===== src/rtl/servo_pkg.sv =====
package servo_pkg;

    typedef enum logic [1:0] {
        SV_ARM   = 2'd0,
        SV_PULSE = 2'd1,
        SV_GAP   = 2'd2
    } servo_state_e;

endpackage


===== src/rtl/servo_frame_timer.sv =====
module servo_frame_timer #(
    parameter int FRAME_US = 20000,
    parameter int CNT_W    = $clog2(FRAME_US)
) (
    input  logic             clk,
    input  logic             rst_n,
    input  logic             tick,
    output logic [CNT_W-1:0] pos,
    output logic             frame_go
);

    localparam logic [CNT_W-1:0] LAST_POS = CNT_W'(FRAME_US - 1);

    logic [CNT_W-1:0] pos_q;

    always_ff @(posedge clk or negedge rst_n) begin
        if (!rst_n) begin
            pos_q <= '0;
        end else if (tick) begin
            if (pos_q == LAST_POS) begin
                pos_q <= '0;
            end else begin
                pos_q <= pos_q + 1'b1;
            end
        end
    end

    assign pos      = pos_q;
    assign frame_go = tick && (pos_q == '0);

endmodule


===== src/rtl/servo_cmd_latch.sv =====
module servo_cmd_latch #(
    parameter int ANGLE_W       = 8,
    parameter int MAX_ANGLE     = 180,
    parameter int NEUTRAL_ANGLE = 90
) (
    input  logic               clk,
    input  logic               rst_n,
    input  logic               frame_go,
    input  logic [ANGLE_W-1:0] angle_in,
    output logic [ANGLE_W-1:0] angle_q
);

    localparam logic [ANGLE_W-1:0] SAT_ANGLE = ANGLE_W'(MAX_ANGLE);
    localparam logic [ANGLE_W-1:0] RST_ANGLE = ANGLE_W'(NEUTRAL_ANGLE);

    logic [ANGLE_W-1:0] angle_sat;

    always_comb begin
        if (angle_in > SAT_ANGLE) begin
            angle_sat = SAT_ANGLE;
        end else begin
            angle_sat = angle_in;
        end
    end

    always_ff @(posedge clk or negedge rst_n) begin
        if (!rst_n) begin
            angle_q <= RST_ANGLE;
        end else if (frame_go) begin
            angle_q <= angle_sat;
        end
    end

endmodule


===== src/rtl/servo_width_map.sv =====
module servo_width_map #(
    parameter int ANGLE_W   = 8,
    parameter int MIN_US    = 388,
    parameter int SPAN_US   = 1752,
    parameter int MAX_ANGLE = 180,
    parameter int WID_W     = $clog2(MIN_US + SPAN_US + 1)
) (
    input  logic [ANGLE_W-1:0] angle,
    output logic [WID_W-1:0]   width
);

    localparam int PROD_W = ANGLE_W + $clog2(SPAN_US + 1);

    logic [PROD_W-1:0] prod;
    logic [PROD_W-1:0] quo;

    always_comb begin
        prod  = PROD_W'(angle) * PROD_W'(SPAN_US);
        quo   = prod / PROD_W'(MAX_ANGLE);
        width = WID_W'(MIN_US) + WID_W'(quo);
    end

endmodule


===== src/rtl/servo_pulse_fsm.sv =====
module servo_pulse_fsm
    import servo_pkg::*;
#(
    parameter int CNT_W = 15,
    parameter int WID_W = 12
) (
    input  logic             clk,
    input  logic             rst_n,
    input  logic             tick,
    input  logic             frame_go,
    input  logic [CNT_W-1:0] pos,
    input  logic [WID_W-1:0] width,
    output logic             pulse
);

    localparam int CMP_W = (CNT_W > WID_W) ? CNT_W : WID_W;

    servo_state_e state_q;
    servo_state_e state_d;
    logic         width_hit;
    logic         pulse_q;

    assign width_hit = tick && (CMP_W'(pos) == CMP_W'(width));

    always_comb begin
        state_d = state_q;
        unique case (state_q)
            SV_ARM: begin
                if (frame_go) state_d = SV_PULSE;
            end
            SV_PULSE: begin
                if (width_hit) state_d = SV_GAP;
            end
            SV_GAP: begin
                if (frame_go) state_d = SV_PULSE;
            end
            default: state_d = SV_ARM;
        endcase
    end

    always_ff @(posedge clk or negedge rst_n) begin
        if (!rst_n) begin
            state_q <= SV_ARM;
        end else begin
            state_q <= state_d;
        end
    end

    always_ff @(posedge clk or negedge rst_n) begin
        if (!rst_n) begin
            pulse_q <= 1'b0;
        end else begin
            pulse_q <= (state_d == SV_PULSE);
        end
    end

    assign pulse = pulse_q;

endmodule


===== src/rtl/servo_pulse_gen.sv =====
module servo_pulse_gen #(
    parameter int FRAME_US      = 20000,
    parameter int MIN_US        = 388,
    parameter int SPAN_US       = 1752,
    parameter int MAX_ANGLE     = 180,
    parameter int NEUTRAL_ANGLE = 90,
    parameter int ANGLE_W       = 8
) (
    input  logic               clk,
    input  logic               rst_n,
    input  logic               tick_us,
    input  logic [ANGLE_W-1:0] angle_deg,
    output logic               servo_pwm
);

    localparam int CNT_W = $clog2(FRAME_US);
    localparam int WID_W = $clog2(MIN_US + SPAN_US + 1);

    logic [CNT_W-1:0]   frame_pos;
    logic               frame_go;
    logic [ANGLE_W-1:0] angle_q;
    logic [WID_W-1:0]   width_us;

    servo_frame_timer #(
        .FRAME_US (FRAME_US),
        .CNT_W    (CNT_W)
    ) u_timer (
        .clk      (clk),
        .rst_n    (rst_n),
        .tick     (tick_us),
        .pos      (frame_pos),
        .frame_go (frame_go)
    );

    servo_cmd_latch #(
        .ANGLE_W       (ANGLE_W),
        .MAX_ANGLE     (MAX_ANGLE),
        .NEUTRAL_ANGLE (NEUTRAL_ANGLE)
    ) u_latch (
        .clk      (clk),
        .rst_n    (rst_n),
        .frame_go (frame_go),
        .angle_in (angle_deg),
        .angle_q  (angle_q)
    );

    servo_width_map #(
        .ANGLE_W   (ANGLE_W),
        .MIN_US    (MIN_US),
        .SPAN_US   (SPAN_US),
        .MAX_ANGLE (MAX_ANGLE),
        .WID_W     (WID_W)
    ) u_map (
        .angle (angle_q),
        .width (width_us)
    );

    servo_pulse_fsm #(
        .CNT_W (CNT_W),
        .WID_W (WID_W)
    ) u_fsm (
        .clk      (clk),
        .rst_n    (rst_n),
        .tick     (tick_us),
        .frame_go (frame_go),
        .pos      (frame_pos),
        .width    (width_us),
        .pulse    (servo_pwm)
    );

endmodule


===== config.mk =====
export PLATFORM = sky130hd
export DESIGN_NAME = servo_pulse_gen
export DESIGN_NICKNAME = d
export VERILOG_FILES = /design/src/rtl/servo_pkg.sv /design/src/rtl/servo_frame_timer.sv /design/src/rtl/servo_cmd_latch.sv /design/src/rtl/servo_width_map.sv /design/src/rtl/servo_pulse_fsm.sv /design/src/rtl/servo_pulse_gen.sv
export SDC_FILE = /design/constraint.sdc
export NUM_CORES = 1
export LEC_CHECK = 0
export BUFFER_PORTS_ARGS = -buffer_cell sky130_fd_sc_hd__clkbuf_2
export CAP_MARGIN = 0
export CORE_MARGIN = 2
export CORE_UTILIZATION = 45
export CTS_CLUSTER_DIAMETER = 80
export CTS_CLUSTER_SIZE = 16
export DETAILED_ROUTE_END_ITERATION = 16
export RECOVER_POWER = 25
export SYNTH_ARGS = -nofsm -noshare
export SYNTH_HDL_FRONTEND = slang
export SYNTH_HIERARCHICAL = 1
export SYNTH_SLANG_ARGS = --single-unit

===== constraint.sdc =====
create_clock -name clk -period 15.24 [get_ports clk]
set_clock_uncertainty 0.05 [all_clocks]
set_input_delay 0 -clock clk [delete_from_list [all_inputs] [get_ports clk]]
set_output_delay 0 -clock clk [all_outputs]
set_load 0.01 [all_outputs]

==> metrics.md <==
| Metric | Value |
|---|---|
| Status | `completed` |
| Synth Cell Area | `0.007078 mm2` |
| Total GRT Usage | `22.95%` |
| DR iter-0 viols | `634` |
| Post-Synth XOR/XNOR Area | `10.20%` |
| Most frequent CP cell | `ha_1` |
| Port buffer count | `11` |
| First-pass GRT wire length | `32.43 mm` |
| Critical Path RT | `15340 ps` |
| WL/cell | `16.78 um` |
| Synth Warn # | `6` |
| Crit path DAT | `14310 ps` |
| Final TNS setup | `0 ps` |
| Post-synthesis sequential area ratio | `9.263%` |
| Clk_lat worst skew | `260 ps` |
| Longest Clk Path Bufs | `2` |
| Root Buffer | `clkbuf_16` |
| Nets | `1001` |
| Final hold vios | `0` |
| DRC violations left | `0` |
| RR Endpoint | `u_fsm/pulse` |
| GP Congestion | `0.9220` |
| Slowest-stage cell, CP | `dfstp_2` |
| Async set or reset register ratio after synthesis | `100.0%` |
| # IOs | `12` |
| Reg2reg path depth | `49` |
| Largest cells by area after synthesis | `ha_1, dfrtp_1, xnor2_1` |
| Initial antenna violation count | `0` |
| Drt first pass iters | `5` |
| WS Path Type | `flop to flop` |
| Crit path from | `u_latch/angle_q[1]` |
| TritonCTS clock tree | `built` |
| Top-count cell post-synth | `nand2_1` |
| Synth Area in Compound Gates | `33.46%` |
| Largest family of logic cells by synthesized area | `compound AO/OA/AOI/OAI gates` |
| Mean Syn Cell Area | `7.652 um2` |
| Diodes inserted | `0` |
| Core Box Area | `0.01526 mm2` |
| CP Capture Type | `flop` |
| Synth top area share | `8.132%` |
| Critical-path maximum fanout | `23` |
| CP Launch Type | `flop` |
| CTS HTree Levels | `1` |
| Fin crit share | `93.23%` |
| Worst-path clk slew | `70 ps` |
| DP HPWL | `14.92 mm` |
| Post-synthesis cell type count | `115` |
| Post-synth EDFFs | `0` |
| Post-Synthesis Cells | `925` |
| RSZ-0062 raised after global routing | `false` |
| Least-Margin Pin Slew | `1418 ps` |
| Count of state elements after synthesis | `26` |
| Synth area leader | `ha_1` |
| Top cell types by occurrence after synthesis | `nand2_1, nor2_1, a21oi_1` |
| Vias per cell | `6.232` |
| Clk sink count | `26` |
| Vias in the first global route | `6480` |
| Share of cells above drive strength 1 | `11.78%` |
| Die Height | `129.4 um` |
| Slew HR | `5.454%` |
| RR Startpoint | `u_latch/angle_q[1]` |
| Initial Util | `46.39%` |
| DIE AREA | `0.01675 mm2` |
| Ys flop type | `dfrtp_1` |
| Max cap viols | `0` |
| FF-to-FF setup slack | `1030 ps` |
| Standard-cell rows | `45` |
| Total wire length | `19.06 mm` |
| Max stage delay on crit path | `590 ps` |
| Via count | `7080` |
| End of the critical path | `u_fsm/pulse` |
| Simple-gate share of the synthesized area | `23.81%` |
| Syn nets | `1000` |
| Die W | `129.4 um` |
| Largest net degree at the start of global routing | `27` |
| HP Class | `input port to flop` |
| Remaining global-route overflow | `0` |
| Max frequency | `70.38 MHz` |
| Final setup viols | `0` |
| Min Tclk post-route | `14210 ps` |
| Mux contribution to synthesized area | `3.606%` |
| Final Max Slew Viols | `0` |
| Num CTS Buffers | `3` |
| Final ANT Viol Nets | `0` |
| Post-synthesis adder-cell area fraction | `13.93%` |
| Area grow syn2layout | `6.664%` |
how the worst min path moves through the flow:
stage	startpoint	to	slack [ps]	depth (start not counted)
final	angle_deg[4]	u_latch/angle_q[4]	20	3
after global routing	angle_deg[4]	u_latch/angle_q[4]	60	3
after CTS	angle_deg[4]	u_latch/angle_q[4]	10	3
after detailed placement	rst_n	u_fsm/pulse	10	1
after global placement	rst_n	u_fsm/pulse	6	1
after floorplan	rst_n	u_fsm/pulse	-350	0
cells in the final DEF (no fill, tap or decap), types with 5 or more instances in the layout:
cell type and instances:
and3_1 13, nor3_1 34, dlygate4sd3_1 8, clkbuf_2 9, or2_2 8, o311ai_0 5, ha_1 46, mux2_2 7
and2_1 14, a221oi_1 5, maj3_1 5, xnor2_1 47, a2111oi_0 6, fa_1 18, o22ai_1 8, a32oi_1 5
o221ai_1 6, a31oi_1 13, nand2b_1 8, o211ai_1 19, nor4_1 13, nand3_1 38, a22oi_1 8, a21o_1 15
inv_1 58, a211oi_1 11, nand4_1 8, o21ai_0 33, nor2_1 68, dfrtp_1 22, nand2_1 72, o31ai_1 9
a21oi_1 67, mux2i_1 15, buf_4 14, o21ai_1 7, xor2_1 27, o21a_1 9
critical path: cells and delay by family (launching register included):
kind	cells	cell delay, ps
muxes	3	690
DFF	1	590
AOI/OAI and AO/OA	20	5540
and+or+nand+nor	12	3450
buffers and inverters	4	480
xor gates and xnor gates	4	830
adders and majority gates	6	2460
timing repair:
action / CTS / global route
resized for setup: 0 / 9
hold buffers: 8 / 0
endpoints found under the setup margin: 0 / 3
setup buffers: 0 / 0
endpoints found under the hold margin: 28 / 0
flip-flops by register name (all words and copies together) (netlist names):
| name | count |
|---|---|
| u_timer/pos | 15 |
| u_fsm/pulse | 1 |
| u_fsm/state_q | 2 |
| u_latch/angle_q | 8 |
cells by family (layout without fill, tap and decap cells):
group / Yosys count / after routing
mux: 24 / 24
xor+xnor: 79 / 79
flops: 26 / 26
compound gates: 311 / 311
buf+inv: 96 / 96
simple gates: 320 / 320
fa+ha+maj: 69 / 69
through the flow:
| stage | setup slack (ps) | utilization, % | std cells | instance area [um2] | hold slack [ps] |
|---|---|---|---|---|---|
| 6_report | 1032 | 49.48 | 1136 | 7550 | 24.39 |
| 3_5_place_dp | 867.3 | 47.96 | 1124 | 7318 | 10.11 |
| 5_1_grt | 59.19 | 49.48 | 1136 | 7550 | 56.45 |
| 3_3_place_gp | 1029 | 47.96 | 1124 | 7318 | 5.554 |
| 4_1_cts | 818.7 | 49.18 | 1136 | 7503 | 11.40 |
| 2_1_floorplan | 2073 | - | 925 | 7078 | -345.6 |
metal layers:
layer	routed length (um)	up-vias	GRT usage, %
met5	0	-	0
li1	-	3503	-
met4	51	0	2.467
met2	8589	201	36.10
met3	671	6	1.032
met1	9746	3370	35.86
final cells by class:
class                      instances  area (um2)
inverter                          59       221.5
sequential                        26       655.6
timing repair buffer              33       237.7
fill                            1513        7709
tap                              211       264.0
clock buffer                       3       75.07
clock inverter                     1       30.03
multi-input combinational        803        6066
Power is not shown: default switching activity piles up to over one toggle a cycle in this logic, so the estimate is an artifact.
